## config.mk

```make
export PLATFORM = sky130hd
export DESIGN_NAME = gpio_port_ctl
export DESIGN_NICKNAME = d
export VERILOG_FILES = /design/src/rtl/gpc_pkg.sv /design/src/rtl/gpc_rst_stretch.sv /design/src/rtl/gpc_cfg_bank.sv /design/src/rtl/gpc_pin_policy.sv /design/src/rtl/gpio_port_ctl.sv
export SDC_FILE = /design/constraint.sdc
export NUM_CORES = 1
export LEC_CHECK = 0
export BUFFER_PORTS_ARGS = -buffer_cell sky130_fd_sc_hd__buf_2
export CAP_MARGIN = 20
export CORE_MARGIN = 5
export CORE_UTILIZATION = 45
export CTS_CLUSTER_SIZE = 25
export DETAILED_ROUTE_END_ITERATION = 8
export PLACE_DENSITY_LB_ADDON = 0.3
export SLEW_MARGIN = 20
export SYNTH_ARGS = -nofsm -noshare
export SYNTH_HDL_FRONTEND = slang
export SYNTH_HIERARCHICAL = 1
export SYNTH_SLANG_ARGS = --single-unit
```

## constraint.sdc

```tcl
create_clock -name clk -period 1.8 [get_ports clk]
set_clock_uncertainty 0.05 [all_clocks]
set_input_delay 0.18 -clock clk [delete_from_list [all_inputs] [get_ports clk]]
set_output_delay 0.18 -clock clk [all_outputs]
set_load 0.02 [all_outputs]
```

## src/rtl/gpc_pkg.sv

```systemverilog
package gpc_pkg;

  typedef enum logic [2:0] {
    CLS_ADDR   = 3'd0,
    CLS_PORT   = 3'd1,
    CLS_LOGIC  = 3'd2,
    CLS_DATA   = 3'd3,
    CLS_PERIPH = 3'd4
  } pin_cls_e;

  localparam int unsigned NUM_REGS  = 6;
  localparam int unsigned REG_MODE  = 0;
  localparam int unsigned REG_SELA  = 1;
  localparam int unsigned REG_SELB  = 2;
  localparam int unsigned REG_DOUT  = 3;
  localparam int unsigned REG_DIR   = 4;
  localparam int unsigned REG_ODRN  = 5;

  typedef struct packed {
    logic drv;
    logic val;
  } pin_drv_t;

  // Class of one pin from its fixed mask bit and its register bits.
  function automatic pin_cls_e pick_class(input logic fixed_logic, input logic mode,
                                          input logic sel_a, input logic sel_b);
    pin_cls_e c;
    if (fixed_logic)   c = CLS_LOGIC;
    else if (!mode)    c = CLS_ADDR;
    else begin
      unique case ({sel_b, sel_a})
        2'b01:   c = CLS_DATA;
        2'b10:   c = CLS_PERIPH;
        default: c = CLS_PORT;
      endcase
    end
    return c;
  endfunction

  // Plain port drive: push-pull follows data, open-drain only pulls low.
  function automatic pin_drv_t port_drive(input logic dout, input logic dir, input logic odrn);
    pin_drv_t p;
    if (odrn) begin
      p.drv = dir & ~dout;
      p.val = 1'b0;
    end else begin
      p.drv = dir;
      p.val = dout;
    end
    return p;
  endfunction

endpackage

```

## src/rtl/gpc_rst_stretch.sv

```systemverilog
module gpc_rst_stretch #(
  parameter int unsigned STRETCH = 12,
  parameter int unsigned MIN_LOW = 4
) (
  input  logic clk,
  input  logic rst_n_ext,
  output logic sync_lvl,
  output logic accept,
  output logic core_rst
);
  localparam int unsigned SW = $clog2(STRETCH + 1);
  localparam int unsigned LW = $clog2(MIN_LOW + 1);

  logic          meta_q;
  logic          sync_q;
  logic [LW-1:0] low_cnt;
  logic [SW-1:0] hold_cnt;
  logic          in_rst;
  logic          release_evt;

  always_ff @(posedge clk) begin
    meta_q <= rst_n_ext;
    sync_q <= meta_q;
  end

  // Length of the current low run seen after the synchroniser.
  always_ff @(posedge clk) begin
    if (sync_q)                         low_cnt <= '0;
    else if (low_cnt != LW'(MIN_LOW))   low_cnt <= low_cnt + 1'b1;
  end

  assign accept      = !sync_q && (low_cnt >= LW'(MIN_LOW - 1));
  assign release_evt = in_rst && sync_q && (hold_cnt == '0);

  always_ff @(posedge clk) begin
    if (accept) begin
      in_rst   <= 1'b1;
      hold_cnt <= SW'(STRETCH);
    end else if (in_rst) begin
      if (!sync_q)          hold_cnt <= SW'(STRETCH);
      else if (release_evt) in_rst   <= 1'b0;
      else                  hold_cnt <= hold_cnt - 1'b1;
    end
  end

  assign sync_lvl = sync_q;
  assign core_rst = in_rst;

endmodule

```

## src/rtl/gpc_cfg_bank.sv

```systemverilog
module gpc_cfg_bank
  import gpc_pkg::*;
#(
  parameter int unsigned W      = 8,
  parameter int unsigned ADDR_W = 3
) (
  input  logic              clk,
  input  logic              clr,
  input  logic              wr,
  input  logic [ADDR_W-1:0] addr,
  input  logic [W-1:0]      wdata,
  output logic [W-1:0]      rdata,
  output logic [W-1:0]      mode,
  output logic [W-1:0]      sel_a,
  output logic [W-1:0]      sel_b,
  output logic [W-1:0]      dout,
  output logic [W-1:0]      dir,
  output logic [W-1:0]      odrn
);
  logic [W-1:0] bank [NUM_REGS];

  always_ff @(posedge clk) begin
    for (int r = 0; r < NUM_REGS; r++) begin
      if (clr)                                 bank[r] <= '0;
      else if (wr && addr == ADDR_W'(r))       bank[r] <= wdata;
    end
  end

  always_comb begin
    rdata = '0;
    if (!clr) begin
      for (int r = 0; r < NUM_REGS; r++)
        if (addr == ADDR_W'(r)) rdata = bank[r];
    end
  end

  assign mode  = bank[REG_MODE];
  assign sel_a = bank[REG_SELA];
  assign sel_b = bank[REG_SELB];
  assign dout  = bank[REG_DOUT];
  assign dir   = bank[REG_DIR];
  assign odrn  = bank[REG_ODRN];

endmodule

```

## src/rtl/gpc_pin_policy.sv

```systemverilog
module gpc_pin_policy
  import gpc_pkg::*;
#(
  parameter int unsigned    W          = 8,
  parameter logic [W-1:0]   LOGIC_MASK = '0
) (
  input  logic         clk,
  input  logic         core_rst,
  input  logic         standby,
  input  logic [W-1:0] mode,
  input  logic [W-1:0] sel_a,
  input  logic [W-1:0] sel_b,
  input  logic [W-1:0] dout,
  input  logic [W-1:0] dir,
  input  logic [W-1:0] odrn,
  input  logic [W-1:0] addr_src,
  input  logic [W-1:0] logic_src,
  input  logic [W-1:0] data_src,
  input  logic         data_en,
  input  logic [W-1:0] per_src,
  input  logic [W-1:0] per_en,
  output logic [W-1:0] pad_out,
  output logic [W-1:0] pad_oe,
  output logic [W-1:0] port_mask,
  output logic [W-1:0] quiet_mask
);
  for (genvar i = 0; i < W; i++) begin : g_pin
    pin_cls_e cls;
    pin_drv_t live;
    pin_drv_t held;
    pin_drv_t fin;

    always_comb cls = pick_class(LOGIC_MASK[i], mode[i], sel_a[i], sel_b[i]);

    always_comb begin
      unique case (cls)
        CLS_PORT:   live = port_drive(dout[i], dir[i], odrn[i]);
        CLS_LOGIC:  live = '{drv: 1'b1, val: logic_src[i]};
        CLS_DATA:   live = '{drv: data_en, val: data_src[i]};
        CLS_PERIPH: live = '{drv: per_en[i], val: per_src[i]};
        default:    live = '{drv: 1'b1, val: addr_src[i]};
      endcase
    end

    // Last pre-standby state of this pin.
    always_ff @(posedge clk) begin
      if (core_rst)      held <= '0;
      else if (!standby) held <= live;
    end

    always_comb begin
      if (core_rst) begin
        fin = (cls == CLS_LOGIC) ? live : '0;
      end else if (standby) begin
        unique case (cls)
          CLS_PORT:              fin = held;
          CLS_LOGIC:             fin = live;
          CLS_DATA, CLS_PERIPH:  fin = '0;
          default:               fin = '{drv: 1'b1, val: 1'b0};
        endcase
      end else begin
        fin = live;
      end
    end

    assign pad_out[i]    = fin.val;
    assign pad_oe[i]     = fin.drv;
    assign port_mask[i]  = (cls == CLS_PORT);
    assign quiet_mask[i] = (cls == CLS_DATA) || (cls == CLS_PERIPH);
  end

endmodule

```

## src/rtl/gpio_port_ctl.sv

```systemverilog
module gpio_port_ctl
  import gpc_pkg::*;
#(
  parameter int unsigned  W          = 8,
  parameter int unsigned  ADDR_W     = 3,
  parameter int unsigned  STRETCH    = 12,
  parameter int unsigned  MIN_LOW    = 4,
  parameter logic [W-1:0] LOGIC_MASK = 8'hC0
) (
  input  logic              clk,
  input  logic              rst_n,
  input  logic              standby,
  input  logic [ADDR_W-1:0] bus_addr,
  input  logic              bus_wr,
  input  logic [W-1:0]      bus_wdata,
  output logic [W-1:0]      bus_rdata,
  input  logic [W-1:0]      addr_in,
  input  logic [W-1:0]      logic_in,
  input  logic [W-1:0]      data_in,
  input  logic              data_oe_in,
  input  logic [W-1:0]      periph_in,
  input  logic [W-1:0]      periph_oe_in,
  output logic [W-1:0]      pad_out,
  output logic [W-1:0]      pad_oe,
  output logic              sys_rst_n
);
  logic         rst_sync;
  logic         rst_accept;
  logic         core_rst;
  logic [W-1:0] mode, sel_a, sel_b, dout, dir, odrn;
  logic [W-1:0] port_mask;
  logic [W-1:0] quiet_mask;

  gpc_rst_stretch #(.STRETCH(STRETCH), .MIN_LOW(MIN_LOW)) u_rst (
    .clk       (clk),
    .rst_n_ext (rst_n),
    .sync_lvl  (rst_sync),
    .accept    (rst_accept),
    .core_rst  (core_rst)
  );

  gpc_cfg_bank #(.W(W), .ADDR_W(ADDR_W)) u_cfg (
    .clk   (clk),
    .clr   (core_rst),
    .wr    (bus_wr),
    .addr  (bus_addr),
    .wdata (bus_wdata),
    .rdata (bus_rdata),
    .mode  (mode),
    .sel_a (sel_a),
    .sel_b (sel_b),
    .dout  (dout),
    .dir   (dir),
    .odrn  (odrn)
  );

  gpc_pin_policy #(.W(W), .LOGIC_MASK(LOGIC_MASK)) u_pins (
    .clk        (clk),
    .core_rst   (core_rst),
    .standby    (standby),
    .mode       (mode),
    .sel_a      (sel_a),
    .sel_b      (sel_b),
    .dout       (dout),
    .dir        (dir),
    .odrn       (odrn),
    .addr_src   (addr_in),
    .logic_src  (logic_in),
    .data_src   (data_in),
    .data_en    (data_oe_in),
    .per_src    (periph_in),
    .per_en     (periph_oe_in),
    .pad_out    (pad_out),
    .pad_oe     (pad_oe),
    .port_mask  (port_mask),
    .quiet_mask (quiet_mask)
  );

  assign sys_rst_n = !core_rst;

endmodule

```

==> results.yml <==
pwr:
  p_leak_nw: 2.291
  pwr_density_cell_nw_per_um2: 1451
  power.ir.vdd_worst_mv: 0.6118
run_status:
  violations: "setup timing"
  run_status: "finished with violations"
floorplan:
  die_x_um: 104.1
  initial_cell_density_of_the_core: 0.4588
  number_of_standard_cell_rows_in_the_floorplan: 34
  design.portCount: 81
  core_area_um2: 8678
  overall_die_area_um2: 10830
  chipHeight_um: 104.1
global_routing:
  residual_overflow_from_global_routing: 0
  number_of_antenna_violations_at_the_first_check_in_global_routing: 1
  grt_start_max_net_pins: 31
  grt_first_pass_wirelength_mm: 17.16
  first_global_vias: 3449
  grt_use_total: 0.1966
placement:
  hpwl_mm: 7.320
  number_of_buffer_cells_added_on_primary_ports: 60
  place.gp.congestion: 0.8345
  placement.setup.worst_slack_ns: 0.08311
yosys:
  post_synthesis_instance_area_um2: 3981
  post_synthesis_area_per_instance_um2: 10.48
  instance_count_of_the_mapped_netlist: 380
  yosys_warnings: 6
drt:
  num_vias: 3463
  postRouteAntennaNets: 0
  routed_wl_mm: 11.03
  drc_errors: 0
  detail_route.wl_per_cell_um: 17.73
  drt_iter0_markers: 184
  firstDrtPassIters: 5
  post_drt_via_cell_ratio: 5.568
worst_setup_path:
  crit_chain: "xnor2_2, nand2_1, inv_2, a31oi_2, a311oi_1, buf_2"
  worstSetupEndpoint: "pad_oe[0]"
  critical-path-top-delay-family: "flip-flops"
  cpMaxStageDelayCell: "sky130_fd_sc_hd__edfxtp_1"
  timing.reg2reg.setup_slack_ns: 0.13
  crit_path_cell_count: 6
  critical_path.max_fanout: 3
  crit_type: "reg -> out"
  critical_path_buf_inv_count: 2
  worstPathArrival_ns: 1.75
  ff2ff_path_depth: 5
  timing.critical_path.from_type: "register"
  slowest_delay_ns: 0.47
  timing.critical_path.to_type: "output pin"
  rr_endpoint: "u_rst/hold_cnt[3]$_SDFFE_PP1P_"
  setup.worst_path.start: "u_cfg/bank[2][0]$_SDFFCE_PN0P_"
  required_ns: 1.57
  timing.rr.start: "u_rst/low_cnt[0]$_SDFFE_PP0P_"
timing:
  fmax_mhz: 504.7
  number_of_setup_violations_in_the_final_report: 17
  layout_setup_ws_ns: -0.1812
  layout_min_cycle_time_ns: 1.981
  fin_max_slew_vios: 0
  fin_setup_tns_ns: -1.859
  hold_ws_ns: 0.05203
  grt_setup_unrepaired: "true"
  final-hold-violation-count: 0
  final_cycle_share: 1.101
finish:
  area.growth.synth_to_final_pct: 35.80
  final.fill_count: 673
  antennaDiodeCount: 0
  register_area_um2: 1883
  final_net_count: 570
  post_route_cells_drive_above_1_share: 0.4144
  multi_input_area_um2: 2168
clock_tree:
  cts_tree: "yes"
  cts_root_buffer: "sky130_fd_sc_hd__clkbuf_8"
  ctsHtreeMaxLevel: 3
  cts_made_buffers: 9
  cts.reportedPaths.clkPinSlew_ns: 0.08
  clk_path_buf_depth: 2
  clk_latency_ns: 0.33
  tritoncts_num_sinks: 70
flow_run:
  max_cap_viol_count: 0
worst_hold_path:
  min_path_type: "in -> reg"
## worst min-delay path, delay by kind of cell
kind                   cells  cell delay [ns]
AND/OR/NAND/NOR            1             0.06
AO/OA/AOI/OAI              1             0.09
buffers and inverters      1             0.08
## timing repair
| action | 4_1_cts | 5_1_grt |
|---|---|---|
| pin swaps | 24 | 16 |
| buffers inserted | 34 | 10 |
| hold buffers | 1 | 0 |
| gates cloned | 0 | 0 |
| gates resized for setup | 47 | 22 |
| hold endpoints to repair | 1 | 0 |
| endpoints found under the setup margin | 18 | 18 |
## power breakdown
group / internal (W) / total (W) / leakage, nW / switching (W)
combinational: 0.00185 / 0.00357 / 1.43 / 0.00173
clock: 0.000620 / 0.00119 / 0.0989 / 0.000573
sequential: 0.00249 / 0.00308 / 0.758 / 0.000581
total: 0.00496 / 0.00784 / 2.29 / 0.00288
## state kept, by name (all words and copies together), names as in the netlist
signal / cells
u_cfg/bank: 48
u_pins/g_pin.held: 12
u_rst/core_rst: 1
u_rst/hold_cnt: 4
u_rst/low_cnt: 3
u_rst/meta_q: 1
u_rst/sync_lvl: 1
## how the worst min path moves through the flow
stage	slack, ns	startpoint	cells past startpoint	end
floorplan	0.16	rst_n	0	u_rst/meta_q$_DFF_P_
global placement	0.23	rst_n	1	u_rst/meta_q$_DFF_P_
detailed placement	0.24	rst_n	1	u_rst/meta_q$_DFF_P_
CTS	0.03	addr_in[3]	3	u_pins/g_pin[3].held[0]$_SDFFE_PP0N_
global route	0.04	addr_in[5]	3	u_pins/g_pin[5].held[0]$_SDFFE_PP0N_
finish	0.05	addr_in[5]	3	u_pins/g_pin[5].held[0]$_SDFFE_PP0N_
## stage by stage
stage                     power, W  utilization  instance area (um^2)  instances
after floorplan           0.004556            -                  3985        381
after detailed placement  0.005465       0.5290                  4591        562
final                     0.007843       0.6230                  5406        622
after CTS                 0.007481       0.6038                  5240        613
after global routing      0.008285       0.6230                  5406        622
after global placement    0.005374       0.5290                  4591        562
## metal layers
metal | share of wire | wire [um] | track usage
met4 | 0.018 | 201 | 0.05273
met5 | 0.00063 | 7 | 0
met3 | 0.062 | 682 | 0.05711
met1 | 0.41 | 4571 | 0.2390
met2 | 0.50 | 5567 | 0.3397
## final cells by class
| cell class | count | area share |
|---|---|---|
| Clock inverter | 3 | 0.003009 |
| Inverter | 15 | 0.01041 |
| Tap cell | 108 | 0.02499 |
| Sequential cell | 70 | 0.3483 |
| Clock buffer | 13 | 0.03147 |
| Timing Repair Buffer | 134 | 0.1807 |
| Multi-Input combinational cell | 279 | 0.4011 |
## cells in the final DEF (no fill, tap or decap), types with 6 or more instances in the layout
cell and n:
sky130_fd_sc_hd__buf_4 74, sky130_fd_sc_hd__buf_2 46, sky130_fd_sc_hd__and2_1 48, sky130_fd_sc_hd__inv_1 10
sky130_fd_sc_hd__a22oi_2 6, sky130_fd_sc_hd__dfxtp_1 21, sky130_fd_sc_hd__nor2_1 19, sky130_fd_sc_hd__nand2_1 36
sky130_fd_sc_hd__clkbuf_8 10, sky130_fd_sc_hd__mux2_4 8, sky130_fd_sc_hd__nor2b_1 12, sky130_fd_sc_hd__o21ai_0 10
sky130_fd_sc_hd__nand4b_1 6, sky130_fd_sc_hd__nor3_1 8, sky130_fd_sc_hd__buf_6 9, sky130_fd_sc_hd__edfxtp_1 48
sky130_fd_sc_hd__nand3b_1 20
Power figures use the tool's default switching activity.
